File: config.mk
export PLATFORM = sky130hd
export DESIGN_NAME = halfpath_cipher
export DESIGN_NICKNAME = d
export VERILOG_FILES = /design/src/rtl/halfpath_cipher.sv
export SDC_FILE = /design/constraint.sdc
export NUM_CORES = 1
export LEC_CHECK = 0
export ABC_CLOCK_PERIOD_IN_PS = 5950
export BUFFER_PORTS_ARGS = -buffer_cell sky130_fd_sc_hd__clkbuf_2
export CAP_MARGIN = 20
export CORE_MARGIN = 2
export CORE_UTILIZATION = 40
export DETAILED_ROUTE_END_ITERATION = 12
export GPL_TIMING_DRIVEN = 0
export REMOVE_ABC_BUFFERS = 1
export SLEW_MARGIN = 20
export SYNTH_ARGS = -nofsm -noshare
export SYNTH_HDL_FRONTEND = slang
export SYNTH_SLANG_ARGS = --single-unit
File: constraint.sdc
create_clock -name clk -period 5.95 [get_ports clk]
set_clock_uncertainty 0.15 [all_clocks]
set_input_delay 0 -clock clk [delete_from_list [all_inputs] [get_ports clk]]
set_output_delay 0 -clock clk [all_outputs]
set_load 0.005 [all_outputs]
File: src/rtl/halfpath_cipher.sv
module halfpath_cipher #(
  parameter int          ROUNDS = 31,
  parameter logic [127:0] KEY   = 128'h0123_4567_89ab_cdef_fedc_ba98_7654_3210
) (
  input  logic        clk,
  input  logic        rst_n,
  input  logic        ld,
  input  logic        ld_hi,
  input  logic [31:0] din,
  output logic [63:0] ct,
  output logic        done
);
  localparam int NKW = 2 * ROUNDS;
  localparam int RW  = $clog2(ROUNDS);

  function automatic logic [3:0] sb4(input logic [3:0] x);
    case (x)
      4'h0: sb4 = 4'h3; 4'h1: sb4 = 4'hf; 4'h2: sb4 = 4'he; 4'h3: sb4 = 4'h1;
      4'h4: sb4 = 4'h0; 4'h5: sb4 = 4'ha; 4'h6: sb4 = 4'h5; 4'h7: sb4 = 4'h8;
      4'h8: sb4 = 4'hc; 4'h9: sb4 = 4'h4; 4'ha: sb4 = 4'hb; 4'hb: sb4 = 4'h2;
      4'hc: sb4 = 4'h9; 4'hd: sb4 = 4'h7; 4'he: sb4 = 4'h6; default: sb4 = 4'hd;
    endcase
  endfunction

  function automatic logic [31:0] sb32(input logic [31:0] x);
    logic [31:0] y;
    for (int i = 0; i < 8; i++) y[4*i +: 4] = sb4(x[4*i +: 4]);
    return y;
  endfunction

  function automatic logic [NKW*32-1:0] build_keys(input logic [127:0] k0);
    logic [127:0]       k;
    logic [NKW*32-1:0]  t;
    k = k0;
    t = '0;
    for (int r = 0; r < ROUNDS; r++) begin
      t[(2*r)*32   +: 32] = k[31:0];
      t[(2*r+1)*32 +: 32] = k[63:32];
      k        = {k[114:0], k[127:115]};
      k[3:0]   = sb4(k[3:0]);
      k[7:4]   = sb4(k[7:4]);
      k[63:59] = k[63:59] ^ 5'(r + 1);
    end
    return t;
  endfunction

  localparam logic [NKW*32-1:0] KTAB = build_keys(KEY);

  typedef enum logic [1:0] {S_LOAD, S_MIXLO, S_MIXHI} st_t;

  st_t         st;
  logic [31:0] up, lo, sreg;
  logic [RW-1:0] rnd;
  logic        busy;
  logic [RW:0] kidx;
  logic [31:0] kw, sub, xlo, xhi, mixlo, mixhi;

  assign busy  = (st != S_LOAD);
  assign kidx  = {rnd, st == S_MIXHI};
  assign kw    = KTAB[32*int'(kidx) +: 32];
  assign sub   = sb32(up);
  assign xlo   = sub ^ lo ^ kw;
  assign xhi   = sreg ^ lo ^ kw;
  assign mixlo = {xlo[28:0], xlo[31:29]};
  assign mixhi = {xhi[6:0], xhi[31:7]};
  assign ct    = {up, lo};

  always_ff @(posedge clk) begin
    if (!rst_n) begin
      st   <= S_LOAD;
      up   <= '0;
      lo   <= '0;
      sreg <= '0;
      rnd  <= '0;
      done <= 1'b0;
    end else begin
      done <= 1'b0;
      case (st)
        S_LOAD: if (ld) begin
          if (ld_hi) up <= din;
          else begin
            lo  <= din;
            rnd <= '0;
            st  <= S_MIXLO;
          end
        end
        S_MIXLO: begin
          lo   <= mixlo;
          sreg <= sub;
          st   <= S_MIXHI;
        end
        default: begin
          up <= mixhi;
          if (rnd == RW'(ROUNDS - 1)) begin
            st   <= S_LOAD;
            done <= 1'b1;
          end else begin
            rnd <= rnd + 1'b1;
            st  <= S_MIXLO;
          end
        end
      endcase
    end
  end
endmodule

# After elaboration in Yosys (flattened, before gate mapping)
# Memory sizes are Yosys's and may differ from the RTL's. A register that Yosys moved wholly into a read port is not among the register bits.
# Index checks and enable logic that the tools add are counted.
dict set report op_classes {
  addsub 1
  n_mul 0
  div_mod_pow 0
  magnitude_cmp 0
  eq_ne 7
  shifts 1
  n_mux 31
  bitwise_logic 6
  n_reduce_logical 7
}
# operator count
set ops {}
lappend ops {{1984-bit by 12-bit indexed part select with 32-bit output, first input constant} 1}
lappend ops {{32-bit two-way mux} 4}
lappend ops {{32-bit case mux with 2 select lines} 2}
lappend ops {{32-bit bitwise XOR} 4}
lappend ops {{4-bit two-way mux} 16}
lappend ops {{5-bit two-way mux} 3}
lappend ops {{5-bit case mux with 2 select lines} 1}
lappend ops {{2-bit != test, second input constant} 3}
lappend ops {{3-bit AND reduction} 2}
lappend ops {{5-bit by 1-bit adder with 5-bit output, second input constant} 1}
lappend ops {{5-bit == test, second input constant} 1}
lappend ops {{2-bit two-way mux} 2}
lappend ops {{2-bit case mux with 2 select lines} 1}
lappend ops {{4-bit AND reduction} 1}
lappend ops {{3-bit OR reduction} 1}
lappend ops {{2-bit by 1-bit == test with 1-bit output, second input constant} 1}
lappend ops {{2-bit == test, second input constant} 1}
lappend ops {{2-bit zero test} 1}
lappend ops {{1-bit two-way mux} 2}
lappend ops {{2-bit by 1-bit != test with 1-bit output, second input constant} 1}
lappend ops {{1-bit NOT} 2}
lappend ops {{2-bit AND reduction} 1}
lappend ops {{2-bit nonzero test} 1}
dict set report word_totals {
  ff_bits 104
  latchBits 0
  mem_bits_rw 0
  mem_bits_ro 512
  in_bits 36
  out_inout_bits 65
  elab_cells 67
  mem_count 8
}
# name words word_bits read_ports rd_clocked_by_memory_dff write_ports line
set mem_list {}
lappend mem_list {{(name not given)} 16 4 1 1 0 17} ;# case (x)
lappend mem_list {{(name not given)} 16 4 1 1 0 17}
lappend mem_list {{(name not given)} 16 4 1 1 0 17}
lappend mem_list {{(name not given)} 16 4 1 1 0 17}
lappend mem_list {{(name not given)} 16 4 1 1 0 17}
lappend mem_list {{(name not given)} 16 4 1 1 0 17}
lappend mem_list {{2 more memories} n/a n/a n/a n/a n/a n/a}

# Logic depth before layout (Yosys ltp)
# Gate-level depths: netlist of the first run.
dict set report depth {
  depth_word 6
  ltp_mapped 18
  mapped_depth_nobuf 15
}

# Worst setup path before layout of the first run
# No wires, ideal clock.
dict set report synth_timing {
  kind {reg2reg}
  startpoint {register st[0]}
  endpoint {register, netlist name sub[1]}
  arrival_time_ns 3.753
  t_required_ns 5.680
  setup_slack_ns 1.927
  stages_incl_launch_ff 17
  cell_sequence {dfxtp_1 > buf_2 > or2b_1 > clkbuf_1 > ha_1 > clkbuf_1 > mux4_2 > a222oi_1 > a21oi_1 > or3_1 > clkbuf_1 > nor2_1 > inv_1 > ha_1 > nand2_1 > o21ai_0 > a211o_1}
}
dict set report synth_between {
  elab_chain_len 6
}
# item line
set synth_lines {}
lappend synth_lines {{from (decl)} 51} ;# st_t st;
lappend synth_lines {{from (signal assigned)} 70} ;# st <= S_LOAD;
lappend synth_lines {{from (signal assigned)} 84} ;# st <= S_MIXLO;
lappend synth_lines {{from (signal assigned)} 90} ;# st <= S_MIXHI;
lappend synth_lines {{2-bit == test} 59} ;# assign kidx = {rnd, st == S_MIXHI};
lappend synth_lines {{1984-bit by 12-bit indexed part select with 32-bit output} 60} ;# assign kw = KTAB[32*int'(kidx) +: 32];
lappend synth_lines {{32-bit bitwise XOR} 63} ;# assign xhi = sreg ^ lo ^ kw;
lappend synth_lines {{32-bit case mux with 2 select lines} 78} ;# case (st)
lappend synth_lines {{4-bit two-way mux (no line) * (2 in series)} n/a}
# Mark *: on every way between the ends. The rest lies on a longest branch, timed or not.
# A chain may end at the register's enable or synchronous reset.

# Worst setup path in the final report of the first run
dict set report layout_timing {
  startpoint {register st[1]}
  endpoint {register, netlist name sub[1]}
}
dict set report layout_between {
  elab_chain_len 6
}
# item line
set layout_lines {}
lappend layout_lines {{2-bit == test} 59}
lappend layout_lines {{1984-bit by 12-bit indexed part select with 32-bit output} 60}
lappend layout_lines {{32-bit bitwise XOR} 63}
lappend layout_lines {{32-bit case mux with 2 select lines} 78}
lappend layout_lines {{4-bit two-way mux (no line) * (2 in series)} n/a}
# Marks and branches as above.

==> flow_summary.json, run 1 <==
{
  "status": "complete, no violations",
  "drc": 0,
  "utilization_pct": 46.1,
  "synthAdderAreaFrac_pct": 3.65,
  "synth.top_cell.area_share_pct": 22.7,
  "syn_area_sq_um": 12000,
  "area_growth_pct": 13.7,
  "path_clk_slew_ns": 0.06,
  "cts_tree": "built",
  "period_needed_ns": 5.69,
  "rsz0062_at_grt": "no",
  "synth-async-reset-ratio_pct": 0,
  "cp.required_ns": 6.12,
  "timing.hold.ws_ns": 0.0677,
  "grt_max_degree": 80,
  "synth.distinct_cells": 108,
  "coreArea_sq_um": 29600,
  "hold_depth": 5,
  "r2r_start": "st[1]",
  "dieWidth_microns": 177,
  "ant_nets": 0,
  "min_from": "ld",
  "gr-total-overflow": 0,
  "rr_worst_depth": 15,
  "hold_viol_final": 0,
  "layout_commonest_cell": "nand2_1",
  "ys_ff_latch": 136,
  "maxCapViolCount": 0,
  "multi_input_area_sq_um": 8460,
  "yosys-top-cells-area": "dfxtp_1, nand2_1, a21oi_1, xnor2_1, mux2i_1",
  "ios": 101,
  "synth_top_flop_cell": "dfxtp_1",
  "max_slew_margin_pct": 20.7,
  "clk_latency_ns": 0.44,
  "antenna_found_initial": 1,
  "synth-simple-area-share_pct": 24.9,
  "via_count": 12260,
  "drive_above_1_share_pct": 14.8,
  "register_area_sq_um": 2740,
  "num_antenna_cells": 0,
  "start_util_pct": 40.6,
  "r2r_end": "sub[1]",
  "wl_microns": 45500,
  "synth-seq-area-share_pct": 22.7,
  "synth_edf_count": 0,
  "arrival_ns": 5.86,
  "r2r_slack_ns": 0.26,
  "crit_type": "reg2reg",
  "grtUsageTotal_pct": 28.7,
  "yosysTopAreaCell": "dfxtp_1",
  "grt_pass1_vias": 11424,
  "first_iter_violations": 1186,
  "synth_top_family_by_area": "compound AO/OA/AOI/OAI gates",
  "finalSetupViolCount": 0,
  "period_share_pct": 95.6,
  "htree_levels": 4,
  "hold_end": "rnd[3]",
  "nFillCells": 2932,
  "grt_pass1_wl_microns": 68600,
  "worst_pin_slew_ns": 1.19,
  "fmax_mhz": 176,
  "numPortBuffers": 100,
  "final_cell_mix": "nand2_1, dfxtp_1, a21oi_1",
  "powerDensity_nw_per_um2": 221,
  "clkSinkCount": 136,
  "ir_worst_vdd_mv": 0.181,
  "p_leak_nw": 5.35,
  "clock_path_buffers": 2,
  "synthMuxAreaShare_pct": 6.16,
  "dr.pass1.iters": 7,
  "critPathMaxFanout": 49,
  "cts_root_buffer": "clkbuf_16",
  "min_path_type": "in2reg",
  "die_h_microns": 177,
  "place.gp.congestion": 0.988,
  "worstSetupStartpointType": "flop",
  "die_area_sq_um": 31400,
  "synth_xor_area_share_pct": 7.95,
  "rows": 63,
  "drv_slew": 0,
  "endpoint_kind": "flop",
  "postSynthAreaPerCell_sq_um": 7.80,
  "cts_buffers": 17,
  "avgViaCountPerCell": 6.21,
  "synth_cells": 1538,
  "synth_compound_gate_area_share_pct": 27.4,
  "ys_warn_count": 0,
  "post_drt_wl_per_cell_microns": 23.1,
  "fin_nets": 1641,
  "dpl.hpwl_microns": 32000
}
## synth_stat cells (6+ instances only)
| library cell | number |
|---|---|
| and2_1 | 25 |
| nand4_1 | 9 |
| dfxtp_1 | 136 |
| o21ai_0 | 48 |
| o211ai_1 | 18 |
| xnor2_1 | 62 |
| a32oi_1 | 7 |
| nor3b_1 | 17 |
| and3_1 | 16 |
| xnor3_1 | 6 |
| a211o_1 | 13 |
| mux2i_1 | 51 |
| a311oi_1 | 11 |
| a221o_1 | 8 |
| clkbuf_1 | 62 |
| nand3_1 | 34 |
| nor2_1 | 90 |
| buf_2 | 39 |
| a21oi_1 | 128 |
| nor3_1 | 34 |
| buf_1 | 12 |
| or3_1 | 12 |
| or2_2 | 10 |
| o2111ai_1 | 7 |
| nor4_1 | 11 |
| a31oi_1 | 16 |
| o21ai_1 | 10 |
| o21a_1 | 11 |
| xor2_1 | 26 |
| nand2_1 | 172 |
| o31ai_1 | 11 |
| o31a_1 | 7 |
| inv_1 | 47 |
| a211oi_1 | 19 |
| a221oi_1 | 6 |
| o221ai_1 | 33 |
| a21o_1 | 9 |
| ha_1 | 35 |
| mux2_2 | 17 |
| nor2b_1 | 37 |
| nand3b_1 | 18 |
| nand2b_1 | 42 |
| buf_6 | 15 |
## registers in the layout (all words and copies together), names as in the netlist
register,count
done,1
lo,32
rnd,5
sreg,32
st,2
sub,32
up,32
## stage by stage
| stage | setup slack [ns] | std cells | setup TNS [ns] | power [mW] | cell area (sq um) |
|---|---|---|---|---|---|
| floorplan | -0.593 | 1406 | -5.81 | 1.59 | 11300 |
| global placement | -3.40 | 1896 | -295.66 | 1.85 | 12300 |
| detailed placement | -0.00621 | 1908 | -0.00621 | 1.87 | 12700 |
| CTS | 0.134 | 1973 | 0 | 3.02 | 13600 |
| global route | 0.0510 | 1973 | 0 | 3.15 | 13600 |
| finish | 0.260 | 1973 | 0 | 3.02 | 13600 |
## what timing repair did
action	4_1_cts	5_1_grt
buffers inserted	0	0
hold buffers	33	0
setup endpoints to repair	2	3
endpoints found under the hold margin	39	0
resized for setup	1	2
cloned	0	0
## worst max-delay path by stage
stage          startpoint      end  slack (ns)  cells past startpoint
6_report            st[1]   sub[1]        0.26                     15
4_1_cts             st[1]   sub[1]        0.13                     15
3_3_place_gp       rnd[1]  sub[29]       -3.40                     12
2_1_floorplan      rnd[1]  sub[30]       -0.59                     12
3_5_place_dp        st[1]   sub[1]      -0.006                     15
5_1_grt             st[1]   sub[1]        0.05                     15
## cell type report
| cell class | instances | share of cell area (%) |
|---|---|---|
| multi-input cells | 1218 | 62.0 |
| flip-flops and latches | 136 | 20.1 |
| repair buffers | 145 | 8.31 |
| well taps | 390 | 3.58 |
| clock buffers | 20 | 3.28 |
| inverters | 52 | 1.48 |
| clock inverters | 12 | 1.23 |
## report_power, final
part	total [mW]	switching, mW	internal (mW)
logic	0.779	0.442	0.337
clock network	1.13	0.455	0.678
registers	1.11	0.104	1.00
## worst max-delay path: stages (launching register included)
cell and delay (ns):
dfxtp_4 0.61, buf_16 0.29, or2b_1 0.55, inv_2 0.38, ha_2 0.61, nor2b_2 0.46
o21ai_0 0.15, a222oi_1 0.64, a21oi_1 0.12, or3_1 0.51, nor2_1 0.16, inv_1 0.09
ha_1 0.33, nand2_1 0.07, o21ai_0 0.08, a211o_1 0.30
## metal layers
layer | vias to the layer above | share of wire, % | track usage, %
met3 | 104 | 7.6 | 5.76
met5 | - | 0 | 0
met1 | 5917 | 44 | 38.6
li1 | 5708 | - | -
met2 | 531 | 43 | 42.7
met4 | 0 | 5.3 | 15.8
## cells by family (layout without fill, tap and decap cells)
group | Yosys count | after routing
multiplexers | 70 | 70
adder cells (fa/ha/maj) | 35 | 35
AO/OA/AOI/OAI | 449 | 449
flip-flops | 136 | 136
AND/OR/NAND/NOR | 568 | 568
buffers and inverters | 184 | 229
XOR/XNOR | 96 | 96
Power figures use the tool's default switching activity.
==> run 2, diff against run 1 <==
PLACE_DENSITY = 0.61   (was default)
SLEW_MARGIN = default   (was 20)
==> run 2 against run 1 <==
Non-clock buffer count grew 3. Register-to-register slack lost 0.07 ns. Combinational power grew 0.9%. Clock power shrank 4%. Clock-buffer cell count is the same. Hold slack lost 0.037 ns. Wire length grew 2.5%. Critical endpoint is now sub[7]. Global-route usage grew 0.49 points. Largest cell class unchanged. Largest power group is now registers. Core utilization shrank 0.14 points. Final cell count grew 0.10%. Die area is the same.
==> flow_summary.json, run 2 (same netlist as run 1, synthesis figures left out) <==
{
  "ios": 101,
  "ant_nets": 0,
  "slowest_delay_ns": 0.85,
  "clkSinkCount": 136,
  "avgViaCountPerCell": 6.25,
  "powerDensity_nw_per_um2": 218,
  "htree_levels": 4,
  "critPathMaxFanout": 25,
  "critical_path_depth": 14,
  "path_clk_slew_ns": 0.06,
  "p_total_mw": 2.96,
  "final_cell_mix": "nand2_1, dfxtp_1, a21oi_1",
  "maxCapViolCount": 0,
  "rows": 63,
  "crit_type": "reg2reg",
  "dpl.hpwl_microns": 32900,
  "fmax_mhz": 174,
  "first_iter_violations": 1463,
  "drive_above_1_share_pct": 14.8,
  "gr-total-overflow": 0,
  "drc": 0,
  "arrival_ns": 5.96,
  "wl_microns": 46600,
  "rr_worst_depth": 14,
  "cp.required_ns": 6.15,
  "r2r_start": "st[0]",
  "cp_common_cell": "inv_1",
  "crit_path_end": "sub[7]",
  "die_h_microns": 177,
  "die_area_sq_um": 31400,
  "grtUsageTotal_pct": 29.1,
  "status": "complete, no violations",
  "place.gp.congestion": 0.984,
  "worst_pin_slew_ns": 1.09,
  "cts_buffers": 17,
  "cp_top_family": "simple AND/OR/NAND/NOR gates",
  "p_leak_nw": 5.34,
  "post_drt_wl_per_cell_microns": 23.6,
  "cts_tree": "built",
  "drv_slew": 0,
  "ir_worst_vdd_mv": 0.187,
  "cp_num_buf_inv": 4,
  "utilization_pct": 46.0,
  "start_util_pct": 40.6,
  "r2r_slack_ns": 0.19,
  "antenna_found_initial": 2,
  "min_path_type": "in2reg",
  "hold_viol_final": 0,
  "area_growth_pct": 13.4,
  "r2r_end": "sub[7]",
  "grt_pass1_vias": 11160,
  "dr.pass1.iters": 6,
  "timing.hold.ws_ns": 0.0309,
  "worst_path_max_delay_cell": "nor4_1",
  "clock_path_buffers": 2,
  "worstSetupStartpointType": "flop",
  "grt_max_degree": 93,
  "rsz0062_at_grt": "no",
  "endpoint_kind": "flop",
  "place_area_sq_um": 12600,
  "coreArea_sq_um": 29600,
  "period_needed_ns": 5.76,
  "place_inst": 1908,
  "worstPathCellList": "buf_12, or2b_1, inv_2, ha_2, nor3_2, a2111oi_0, a211o_1, o221a_1, nor4_1, inv_1, ha_1, inv_1, o31a_1, a32oi_1",
  "final_area_sq_um": 13600,
  "grt_pass1_wl_microns": 69100,
  "numPortBuffers": 100,
  "max_slew_margin_pct": 26.9,
  "via_count": 12338,
  "layout.cells.non_filler": 1975,
  "layout_commonest_cell": "nand2_1",
  "dieWidth_microns": 177,
  "cts_root_buffer": "clkbuf_16",
  "fin_nets": 1644,
  "clk_latency_ns": 0.44,
  "num_antenna_cells": 0,
  "finalSetupViolCount": 0,
  "period_share_pct": 96.7,
  "worstSetupStartpoint": "st[0]"
}
## run 2: cell types whose count changed in the layout (fill, tap and decap cells not counted), moves of 3 or more
| cell | delta |
|---|---|
| buf_16 | -3 |
| inv_6 | -3 |
| clkinv_4 | -3 |
| inv_4 | +3 |
| buf_12 | +4 |
| clkinv_2 | +3 |
## run 2: how the worst min path moves through the flow
stage                 start     end  slack, ns  cells after the start
floorplan             rst_n  sub[9]      -0.08                      1
global placement    din[14]  lo[14]       0.18                      3
detailed placement  din[14]  lo[14]       0.19                      3
CTS                      ld  rnd[4]       0.02                      5
global route             ld  rnd[4]       0.07                      5
finish                   ld  rnd[4]       0.03                      5
## run 2: metrics by stage
stage	worst slack, ns	setup TNS [ns]
floorplan	-0.593	-5.81
global placement	-3.46	-294.31
detailed placement	-0.129	-0.320
CTS	0.0271	0
global route	0.0650	0
finish	0.194	0
## run 2: where the power goes
part	switching [mW]	internal, mW
Clock	0.440	0.637
Sequential	0.0996	1.00
Combinational	0.448	0.337
Total	0.988	1.98
## run 2: worst register-to-register path: cells and delay by family, from the launching register on
kind	cells	cell delay, ns
simple gates	3	1.81
compound gates	5	1.35
buf+inv	4	0.85
fa+ha+maj	2	0.79
flops	1	0.72
## run 2: layout make-up
cell class | instances | area (sq um)
Sequential cell | 136 | 2740
Clock inverter | 11 | 121
Multi-Input combinational cell | 1218 | 8440
Timing Repair Buffer | 148 | 1150
Clock buffer | 20 | 457
Tap cell | 390 | 488
Fill cell | 2951 | 16000
Inverter | 52 | 199
## run 2: per-layer routing
| metal | global-route usage, % | up-vias | share of wire, % |
|---|---|---|---|
| met5 | 0 | - | 0.028 |
| met4 | 13.2 | 2 | 4.1 |
| met3 | 5.56 | 92 | 8.1 |
| met2 | 45.1 | 556 | 46 |
| met1 | 39.1 | 5981 | 42 |
| li1 | - | 5707 | - |
## run 2: what timing repair did
item	in CTS	in global routing
buffers inserted	0	1
hold buffers	33	1
setup endpoints to repair	5	13
resized for setup	1	1
endpoints found under the hold margin	39	3
pin swaps	0	0
==> run 3, diff against run 2 <==
SETUP_SLACK_MARGIN = 0.5   (was default)
==> run 3 against run 2 <==
Maximum frequency up 8.3%. Setup slack improved by 0.44 ns. Global-route usage is 0.32 points higher. Critical path type unchanged. Critical endpoint is now sub[19]. Largest cell class unchanged.
==> flow_summary.json, run 3 (same netlist as run 1, synthesis figures left out) <==
{
  "fin_nets": 1644,
  "layout_commonest_cell": "nand2_1",
  "antenna_found_initial": 1,
  "dr.pass1.iters": 5,
  "ant_nets": 0,
  "setup_tns_ns": 0,
  "num_antenna_cells": 0,
  "start_util_pct": 40.6,
  "numPortBuffers": 100,
  "coreArea_sq_um": 29600,
  "status": "complete, no violations",
  "max_slew_margin_pct": 27.3,
  "crit_path_end": "sub[19]",
  "period_share_pct": 89.3,
  "clock_path_buffers": 2,
  "die_area_sq_um": 31400,
  "endpoint_kind": "flop",
  "arrival_ns": 5.49,
  "cts_root_buffer": "clkbuf_16",
  "fmax_mhz": 188,
  "hold_viol_final": 0,
  "grt_max_degree": 93,
  "finalSetupViolCount": 0,
  "min_path_type": "in2reg",
  "area_growth_pct": 13.8,
  "cp.required_ns": 6.12,
  "clkSinkCount": 136,
  "powerDensity_nw_per_um2": 217,
  "cts_buffers": 17,
  "place.gp.congestion": 0.984,
  "rows": 63,
  "htree_levels": 4,
  "drv_slew": 0,
  "dieWidth_microns": 177,
  "r2r_start": "st[1]",
  "grt_pass1_wl_microns": 69700,
  "critPathMaxFanout": 39,
  "ios": 101,
  "rr_worst_depth": 14,
  "clk_latency_ns": 0.44,
  "worstSetupStartpointType": "flop",
  "first_iter_violations": 1343,
  "r2r_end": "sub[19]",
  "post_drt_wl_per_cell_microns": 23.7,
  "worst_pin_slew_ns": 1.09,
  "drc": 0,
  "dpl.hpwl_microns": 32900,
  "layout_setup_ws_ns": 0.635,
  "nFillCells": 2951,
  "period_needed_ns": 5.31,
  "path_clk_slew_ns": 0.06,
  "gr-total-overflow": 0,
  "grt_pass1_vias": 11169,
  "die_h_microns": 177,
  "timing.hold.ws_ns": 0.0255,
  "cts_tree": "built",
  "drive_above_1_share_pct": 15.2,
  "rsz0062_at_grt": "no",
  "utilization_pct": 46.1,
  "maxCapViolCount": 0,
  "via_count": 12376,
  "p_leak_nw": 5.34,
  "r2r_slack_ns": 0.64,
  "crit_type": "reg2reg",
  "pre_cts_slack_ns": -0.129,
  "wl_microns": 46800,
  "ir_worst_vdd_mv": 0.186,
  "final_cell_mix": "nand2_1, dfxtp_1, a21oi_1",
  "grtUsageTotal_pct": 29.5,
  "avgViaCountPerCell": 6.27,
  "worstSetupStartpoint": "st[1]"
}
[run 3: per-layer routing]
| layer | GRT usage (%) | vias to the layer above | wire length (microns) |
|---|---|---|---|
| li1 | - | 5699 | - |
| met1 | 40.0 | 6014 | 20000 |
| met2 | 45.1 | 578 | 21100 |
| met3 | 4.96 | 85 | 3710 |
| met4 | 14.3 | 0 | 2040 |
| met5 | 0 | - | 0 |
[run 3: worst min path at each step]
| stage | endpoint | cells past startpoint | from | slack (ns) |
|---|---|---|---|---|
| 6_report | rnd[4] | 5 | ld | 0.03 |
| 5_1_grt | rnd[4] | 5 | ld | 0.07 |
| 4_1_cts | rnd[4] | 5 | ld | 0.02 |
| 3_5_place_dp | lo[14] | 3 | din[14] | 0.19 |
| 3_3_place_gp | lo[14] | 3 | din[14] | 0.18 |
| 2_1_floorplan | sub[9] | 1 | rst_n | -0.08 |
[run 3: where the power goes]
| group | total (mW) | internal, mW | switching, mW |
|---|---|---|---|
| clock | 1.08 | 0.637 | 0.442 |
| combinational | 0.787 | 0.338 | 0.449 |
| sequential | 1.10 | 1.00 | 0.0988 |
[run 3: stage by stage]
stage	cell area [sq um]	power, mW	cells
after floorplan	11300	1.59	1406
after global placement	12300	1.85	1896
after detailed placement	12600	1.87	1908
after CTS	13600	2.97	1973
after global routing	13600	3.09	1975
final	13600	2.97	1975
[run 3: area by class of cell]
| cell class | count | area [sq um] | share of cell area (%) |
|---|---|---|---|
| clock buffer | 20 | 457 | 3.35 |
| clock inverter | 11 | 121 | 0.890 |
| inverter | 52 | 199 | 1.46 |
| multi-input combinational | 1218 | 8480 | 62.2 |
| sequential | 136 | 2740 | 20.1 |
| tap | 390 | 488 | 3.58 |
| timing repair buffer | 148 | 1150 | 8.46 |
[run 3: worst max-delay path: stages (launching register included)]
cell and delay, ns:
dfxtp_4 0.76, or2b_2 0.55, inv_2 0.35, ha_4 0.40
nand2_1 0.20, o221ai_1 0.20, o21ai_0 0.11, a32oi_1 0.72
xnor3_1 0.36, mux2i_1 0.32, and2_1 0.20, inv_1 0.07
ha_1 0.31, o2bb2ai_1 0.16, a221o_1 0.29
[run 3: repair_timing]
item,4_1_cts,5_1_grt
buffers inserted,1,0
gates resized for setup,6,6
hold buffers,33,1
setup endpoints to repair,25,8
hold endpoints to repair,39,3
